--- src/rtl/ws_pkg.sv ---
package ws_pkg;

    // Width of a wait count; the largest cost is 8 + 8 + 1 = 17.
    localparam int unsigned WS_W = 5;

    typedef logic [WS_W-1:0] ws_t;

    typedef struct packed {
        ws_t first;
        ws_t seq;
    } ws_pair_t;

    // Maps a 2-bit first-access code to a wait count.
    function automatic ws_t first_code_cost(input logic [1:0] code);
        ws_t cost;
        unique case (code)
            2'd0:    cost = ws_t'(4);
            2'd1:    cost = ws_t'(3);
            2'd2:    cost = ws_t'(2);
            default: cost = ws_t'(8);
        endcase
        return cost;
    endfunction

endpackage

--- src/rtl/ws_cfg_reg.sv ---
module ws_cfg_reg #(
    parameter int unsigned CFG_W = 16
) (
    input  logic             clk,
    input  logic             rst_n,
    input  logic             we,
    input  logic [CFG_W-1:0] wdata,
    output logic [CFG_W-1:0] cfg
);

    typedef struct packed {
        logic [CFG_W-1:0] word;
    } cfg_state_t;

    cfg_state_t st_d, st_q;

    always_comb begin
        st_d = st_q;
        if (we) begin
            st_d.word = wdata;
        end
    end

    always_ff @(posedge clk) begin
        if (!rst_n) begin
            st_q <= '0;
        end else begin
            st_q <= st_d;
        end
    end

    assign cfg = st_q.word;

    // A write lands one edge later.
    assert_write_lands_R2: assert property (@(posedge clk) disable iff (!rst_n)
        we |=> (cfg == $past(wdata)));

    // Without a write, the word holds.
    assert_word_holds_R2: assert property (@(posedge clk) disable iff (!rst_n)
        !we |=> $stable(cfg));

endmodule

--- src/rtl/ws_window_timing.sv ---
module ws_window_timing
    import ws_pkg::*;
#(
    parameter int unsigned WIN_IDX = 0
) (
    input  logic [1:0] first_code,
    input  logic       fast_seq,
    output ws_pair_t   cost
);

    // The slow sequential cost doubles from one window to the next: 2, 4, 8.
    localparam int unsigned SLOW_SEQ = 2 << WIN_IDX;

    ws_pair_t cost_d;

    always_comb begin
        cost_d.first = first_code_cost(first_code);
        cost_d.seq   = fast_seq ? ws_t'(1) : ws_t'(SLOW_SEQ);
    end

    assign cost = cost_d;

endmodule

--- src/rtl/ws_access_cost.sv ---
module ws_access_cost
    import ws_pkg::*;
(
    input  ws_pair_t pair,
    input  logic     wide,
    input  logic     seq,
    input  logic     null_region,
    output ws_t      wait_cycles
);

    ws_t wait_d;

    always_comb begin
        if (null_region) begin
            wait_d = '0;
        end else if (!wide) begin
            wait_d = seq ? pair.seq : pair.first;
        end else if (seq) begin
            wait_d = (pair.seq << 1) + ws_t'(1);
        end else begin
            wait_d = pair.first + pair.seq + ws_t'(1);
        end
    end

    assign wait_cycles = wait_d;

endmodule

--- src/rtl/ws_timing_unit.sv ---
module ws_timing_unit
    import ws_pkg::*;
#(
    parameter int unsigned ADDR_W       = 28,
    parameter int unsigned REGION_W     = 4,
    parameter int unsigned CFG_W        = 16,
    parameter int unsigned N_WIN        = 3,
    parameter int unsigned WIN_BASE_REG = 8,
    parameter int unsigned SRAM_REG     = 14,
    parameter int unsigned FAST_REG     = 2,
    parameter int unsigned FAST_WAIT    = 2,
    parameter int unsigned PF_BIT       = 14
) (
    input  logic              clk,
    input  logic              rst_n,
    input  logic              cfg_we,
    input  logic [CFG_W-1:0]  cfg_wdata,
    output logic [CFG_W-1:0]  cfg_rdata,
    input  logic [ADDR_W-1:0] acc_addr,
    input  logic              acc_wide,
    input  logic              acc_seq,
    output logic [WS_W-1:0]   acc_wait,
    output logic              prefetch_en
);

    localparam int unsigned NULL_REG   = (1 << REGION_W) - 1;
    localparam int unsigned LOW_W      = ADDR_W - REGION_W;
    localparam int unsigned WIN_FIELD0 = 2;   // first window field starts above the RAM code
    localparam int unsigned WIN_STRIDE = 3;   // 2-bit code plus 1 sequential bit

    logic [CFG_W-1:0]    cfg_q;
    logic [REGION_W-1:0] region;
    logic                unused_low;
    ws_pair_t            win_cost [N_WIN];
    ws_pair_t            pair_d;
    logic                null_d;
    ws_t                 sram_cost;

    ws_cfg_reg #(.CFG_W(CFG_W)) cfg_i (
        .clk   (clk),
        .rst_n (rst_n),
        .we    (cfg_we),
        .wdata (cfg_wdata),
        .cfg   (cfg_q)
    );

    generate
        for (genvar w = 0; w < N_WIN; w++) begin : g_win
            localparam int unsigned LSB = WIN_FIELD0 + w * WIN_STRIDE;
            ws_window_timing #(.WIN_IDX(w)) win_i (
                .first_code (cfg_q[LSB+1:LSB]),
                .fast_seq   (cfg_q[LSB+2]),
                .cost       (win_cost[w])
            );
        end
    endgenerate

    assign region     = acc_addr[ADDR_W-1 -: REGION_W];
    assign unused_low = &{1'b0, acc_addr[LOW_W-1:0]};
    assign sram_cost  = first_code_cost(cfg_q[1:0]);

    always_comb begin
        pair_d = '0;
        null_d = (int'(region) == NULL_REG);
        if (int'(region) == SRAM_REG) begin
            pair_d.first = sram_cost;
            pair_d.seq   = sram_cost;
        end else if (int'(region) == FAST_REG) begin
            pair_d.first = ws_t'(FAST_WAIT);
            pair_d.seq   = ws_t'(FAST_WAIT);
        end
        for (int w = 0; w < N_WIN; w++) begin
            if ((int'(region) >> 1) == (WIN_BASE_REG >> 1) + w) begin
                pair_d = win_cost[w];
            end
        end
    end

    ws_access_cost cost_i (
        .pair        (pair_d),
        .wide        (acc_wide),
        .seq         (acc_seq),
        .null_region (null_d),
        .wait_cycles (acc_wait)
    );

    assign cfg_rdata   = cfg_q;
    assign prefetch_en = cfg_q[PF_BIT];

    assert_null_region_free_R9: assert property (@(posedge clk) disable iff (!rst_n)
        (acc_addr[ADDR_W-1 -: REGION_W] == REGION_W'(NULL_REG)) |-> (acc_wait == '0));

    assert_wide_seq_odd_R8: assert property (@(posedge clk) disable iff (!rst_n)
        (acc_wide && acc_seq && acc_addr[ADDR_W-1 -: REGION_W] != REGION_W'(NULL_REG))
            |-> acc_wait[0]);

    assert_wide_first_nonzero_R7: assert property (@(posedge clk) disable iff (!rst_n)
        (acc_wide && !acc_seq && acc_addr[ADDR_W-1 -: REGION_W] != REGION_W'(NULL_REG))
            |-> (acc_wait != '0));

    assert_window_first_legal_R3: assert property (@(posedge clk) disable iff (!rst_n)
        (!acc_wide && !acc_seq && acc_addr[ADDR_W-1 -: REGION_W] >= REGION_W'(WIN_BASE_REG)
         && acc_addr[ADDR_W-1 -: REGION_W] < REGION_W'(WIN_BASE_REG + 2 * N_WIN))
            |-> (acc_wait inside {ws_t'(2), ws_t'(3), ws_t'(4), ws_t'(8)}));

endmodule

--- config.mk ---
export PLATFORM = sky130hd
export DESIGN_NAME = ws_timing_unit
export DESIGN_NICKNAME = d
export VERILOG_FILES = /design/src/rtl/ws_pkg.sv /design/src/rtl/ws_cfg_reg.sv /design/src/rtl/ws_window_timing.sv /design/src/rtl/ws_access_cost.sv /design/src/rtl/ws_timing_unit.sv
export SDC_FILE = /design/constraint.sdc
export NUM_CORES = 1
export LEC_CHECK = 0
export BUFFER_PORTS_ARGS = -buffer_cell sky130_fd_sc_hd__clkbuf_2
export CAP_MARGIN = 20
export CORE_UTILIZATION = 49
export CTS_CLUSTER_SIZE = 12
export DETAILED_ROUTE_END_ITERATION = 16
export GPL_TIMING_DRIVEN = 1
export HOLD_SLACK_MARGIN = 0.08
export PLACE_DENSITY = 0.93
export REMOVE_ABC_BUFFERS = 1
export SLEW_MARGIN = 20
export SYNTH_ARGS = -nofsm -noshare
export SYNTH_HDL_FRONTEND = slang
export SYNTH_SLANG_ARGS = --single-unit
export TNS_END_PERCENT = 100
--- constraint.sdc ---
create_clock -name clk -period 7.3 [get_ports clk]
set_clock_uncertainty 0.05 [all_clocks]
set_input_delay 0.365 -clock clk [delete_from_list [all_inputs] [get_ports clk]]
set_output_delay 0.365 -clock clk [all_outputs]
set_load 0.05 [all_outputs]
======== Yosys cells after proc, flatten, opt, wreduce, memory -nomap -nowiden ========
Cells that the tools add are included.
storage, ports and cells
  word-level logic and storage cells ...... 38
  input bits .............................. 49
  register bits after elaboration ......... 16
  output and inout bits ................... 22
cells by class
  add/sub/neg operators ................... 3
  reduce and logical (&&, ||, !) cells .... 4
  equality and inequality tests ........... 14
  mux-type cells .......................... 16
operator list
  kind                   count
  $pmux W4 S3            4
  $mux W10               3
  $mux W5                4
  $add A5 B1 Y5 const B  2
  $eq A3 B3 Y1 const B   3
  $mux W9                1
  $eq A2 B1 Y1 const B   4
  $eq A2 B2 Y1 const B   4
  $eq A4 B4 Y1 const B   2
  $logic_not A2 Y1       4
  $mux W7                1
  $add A5 B5 Y5          1
  $eq A4 B2 Y1 const B   1
  $mux W4                1
  $mux W3                1
  $mux W2                1

======== Logic depth before layout (Yosys ltp) ========
  depth in word-level cells ............... 11
  depth in mapped cells ................... 12

======== Modules after synthesis ========
Synthesis repeated with hierarchy kept, for this count alone.
unflattened totals
  cell total of the unflattened synthesis .. 183
  area total of the unflattened synthesis .. 1629.1 um^2
modules (own cells, without submodules)
  module            area each (um^2)  cells an instance  times used  seq. area each (um^2)
  ws_cfg_reg        615.6             51                 1           320.3
  ws_timing_unit    427.9             60                 1           0.0
  ws_access_cost    315.3             36                 1           0.0
  ws_window_timing  90.1              12                 3           0.0

======== Worst setup path after synthesis ========
OpenSTA, ideal clock, no wires.
  kind .................................... reg-to-output
  start point ............................. register cfg_i.st_q (netlist bit cfg_i.cfg[1])
  end point ............................... output port acc_wait[1]
  arrival ................................. 3.598 ns
  path slack .............................. 3.287 ns
  stages on the path, launching flop included .. 12
  data required time ...................... 6.885 ns
  buffers on the path ..................... 0
  cells stage by stage .................... dfxtp_1 > inv_1 > ha_1 > nand2b_1 > a22o_1 > a311oi_2 > and2_1 > nor2_1 > ha_1 > nand2_1 > and3_1 > a211oi_1
between the ends
  cells in the longest elaborated chain, start to end .. 11
  elaborated cells on any way between the ends .. 15
ends and longest elaborated chain
  what                                  RTL line              RTL
  start: declaration                    ws_cfg_reg.sv:15      cfg_state_t st_d, st_q;
  start signal: assignment              ws_cfg_reg.sv:28      st_q <= st_d;
  $eq A2 B2 Y1 (tied with other cells)  ws_pkg.sv:16          unique case (code)
  $pmux W4 S3 (*)                       ws_pkg.sv:16
  $mux W9 (*)                           ws_timing_unit.sv:65  if (int'(region) == SRAM_REG) begin
  $mux W10 (*) (3 in a row)             ws_timing_unit.sv:73  if ((int'(region) >> 1) == (WIN_BASE_REG >> 1) + w) begin
  $add A5 B5 Y5                         ws_access_cost.sv:21  wait_d = pair.first + pair.seq + ws_t'(1);
  $add A5 B1 Y5                         ws_access_cost.sv:21
  $mux W5                               ws_access_cost.sv:18  end else if (seq) begin
  $mux W5 (*)                           ws_access_cost.sv:16  end else if (!wide) begin
  $mux W5 (*)                           ws_access_cost.sv:14  if (null_region) begin
  end: declaration                      ws_timing_unit.sv:22  output logic [WS_W-1:0] acc_wait,
Every way passes the cells marked *; elsewhere a longest branch is shown, timed or not.

======== Final worst setup path ========
  start point ............................. register cfg_i.st_q (netlist bit cfg_i.cfg[0])
  end point ............................... output port acc_wait[3]
The elaborated chain is that of the path after synthesis.

==> run_results.csv <==
group,metric,value,unit
outcome,status,"complete, no violations",
global_route,grt-ovfl-total,0,
power,max-vdd-ir-drop,143,uV
clock_network,cts.sinks,16,
power,pwr-share-clk,0.222,
place,placed_area,0.00160,mm^2
timing,post-route-period-util,0.518,
power,leakagePower,0.825,nW
timing,relSlewSlack,0.663,
synthesis,syn_avg_cell_area,8.82,um^2
power,switching_power,0.0990,mW
power,combPwrFrac,0.399,
floorplan,initial_utilization,0.513,
clock_network,cts.reportedPaths.clkPinSlew,0.09,ns
layout,diodes,0,
layout,multi_input_comb_area,957,um^2
layout,fill_cells,236,
global_route,grt_pass1_vias,1163,
timing,grt_setup_unrepaired,"false",
timing,holdWs,0.286,ns
setup_path,crit_buf_inv,2,
clock_network,cts_setup_buffers,0,
synthesis,yosys.area.top_type,"dfxtp_1",
global_route,grtUsageTotal,0.198,
setup_path,critPathMaxStageDelay,0.46,ns
power,power.density,158,mW/mm^2
setup_path,end_kind,"output pin",
synthesis,yosys.area.top_type_share,0.228,
power,power_frac_seq,0.378,
setup_path,critical_path.slowest_cell,"mux4_2",
place,numPlacedInstances,224,
place,post-place-ws,3.81,ns
global_route,grt_max_degree,17,
power,power,0.258,mW
clock_network,clk_latency,0.28,ns
timing,period_needed,3.78,ns
run,max_cap_viol_count,0,
synthesis,yosys-top-cells-area,"dfxtp_1, ha_1, mux2i_1",
setup_path,cpMostUsedCell,"ha_1",
setup_path,cp.required,6.88,ns
clock_network,tritoncts,"done",
floorplan,die-area,0.00308,mm^2
synthesis,ys_ff_latch,16,
setup_path,worstPathMaxFanout,5,
power,p_int,0.159,mW
drt,wl,2.97,mm
layout,fin_area,0.00164,mm^2
drt,vias,1248,
timing,finalMaxSlewViolations,0,
floorplan,rows,19,
clock_network,ctsHtreeMaxLevel,1,
timing,finalSetupViolCount,0,
drt,drt_iter0_drc,36,
synthesis,ys.flop_type,"dfxtp_1",
timing,tns,0,ns
clock_network,cts_inserted_buffers,3,
clock_network,cts_resized,0,
drt,drcViolationCount,0,
drt,drt_first_pass_iters,4,
layout,drive_gt1_frac,0.310,
layout,post-route-util,0.598,
drt,ant_nets,0,
synthesis,postSynth.asyncResetShare,0,
synthesis,yosysWarnings,0,
synthesis,ys_seq_area_frac,0.228,
layout,largest_register_ffs,16,
worst_hold_path,hold_class,"input pin to flip-flop",
power,p_sw_frac,0.383,
layout,final_cell_mix,"clkbuf_2, nor2b_1, mux2i_1, ha_1, dfxtp_1",
setup_path,path_class,"flip-flop to output pin",
clock_network,cts_hold_buf,0,
floorplan,core,0.00273,mm^2
floorplan,pin_count,71,
layout,final_cells,228,
setup_path,worstPathArrival,3.37,ns
layout,area_growth,16.6,%
timing,timing.final.ws_setup,3.52,ns
clock_network,root_buffer,"clkbuf_4",
place,io_buffers,46,
synthesis,syn_inst,159,
floorplan,fp.dieW,55.5,um
global_route,antenna_found_initial,0,
timing,fmax,0.265,GHz
synthesis,ys_types,39,
floorplan,die_h,55.5,um
clock_network,cts_buffer_depth,2,
layout,mostFrequentLayoutCell,"clkbuf_2",
timing,finalHoldViolations,0,
timing,worst_slew_pin_slew,0.506,ns
synthesis,synth_edf_count,0,
drt,wl_per_cell,13.0,um
setup_path,path_cells,"inv_1 > ha_1 > nor2b_1 > mux4_2 > and2_1 > ha_1 > nor3b_1 > a2111oi_0 > a31oi_1 > a21oi_1 > mux2_4 > a211oi_2 > clkbuf_2",
place,place_hpwl,2.37,mm
drt,viasPerCell,5.47,
setup_path,critPathTopFamily,"multiplexers",
layout,seqCellArea,320,um^2
synthesis,syn_area,0.00140,mm^2
place,routabilityCongestion,0.802,
global_route,grt_pass1_wl,4.90,mm
layout,final_net_count,263,
setup_path,critPathLaunchType,"flip-flop",
==> worst paths after layout <==
| check | start | to | slack [ns] | depth (start not counted) |
|---|---|---|---|---|
| worst max register to register | cfg_i.cfg[2]$_SDFFE_PN0P_ | cfg_i.cfg[2]$_SDFFE_PN0P_ | 6.50 | 2 |
| worst max-delay path | cfg_i.cfg[0]$_SDFFE_PN0P_ | acc_wait[3] | 3.52 | 13 |
| worst min register to register | cfg_i.cfg[11]$_SDFFE_PN0P_ | cfg_i.cfg[11]$_SDFFE_PN0P_ | 0.49 | 2 |
| worst min-delay path | cfg_wdata[0] | cfg_i.cfg[0]$_SDFFE_PN0P_ | 0.29 | 3 |
==> metal layers <==
metal	part of all wire	vias to the layer above	routed length, um	global-route usage
met5	0	-	0	0
met4	0.014	0	41	0.0750
met3	0.041	5	122	0.00937
met2	0.51	46	1530	0.379
met1	0.43	563	1280	0.228
li1	-	634	-	-
==> power groups by stage <==
stage,Combinational [mW],Sequential (mW),Clock (mW)
finish,0.103,0.0977,0.0575
detailed placement,0.103,0.0995,0
global route,0.112,0.0986,0.0642
floorplan,0.0550,0.118,0
global placement,0.100,0.0992,0
CTS,0.104,0.0977,0.0592
==> tightest hold or removal path, cell delays in order <==
cell      delay, ns
clkbuf_2       0.07
mux2i_1        0.05
nor2b_1        0.09
==> kinds of logic (layout without fill, tap and decap cells) <==
kind of cell,after synthesis,count (layout),share of synthesized area
buf+inv,26,64,0.0892
simple gates,51,51,0.208
compound gates,26,26,0.145
mux,23,23,0.178
fa+ha+maj,17,17,0.151
flops,16,16,0.228
==> synthesized netlist by cell type, types with 2 or more instances <==
library cell / number
and2_1: 3
buf_2: 4
a211oi_2: 2
o21ai_0: 5
a31oi_1: 3
clkbuf_1: 3
and3_1: 4
mux2_2: 2
nand2b_1: 4
a21oi_1: 3
nand3_1: 2
o2111ai_1: 2
nor2_1: 5
nor3_1: 4
mux2i_1: 19
ha_1: 16
inv_1: 14
dfxtp_1: 16
buf_4: 4
o221ai_1: 2
nor2b_1: 19
nand2_1: 6
==> cell type report <==
class | instances | share of cell area
Inverter | 14 | 0.0321
Tap cell | 31 | 0.0237
Multi-Input combinational cell | 117 | 0.585
Timing Repair Buffer | 46 | 0.141
Clock buffer | 4 | 0.0222
Sequential cell | 16 | 0.196
Note: power is estimated with default switching activity, not from simulation.
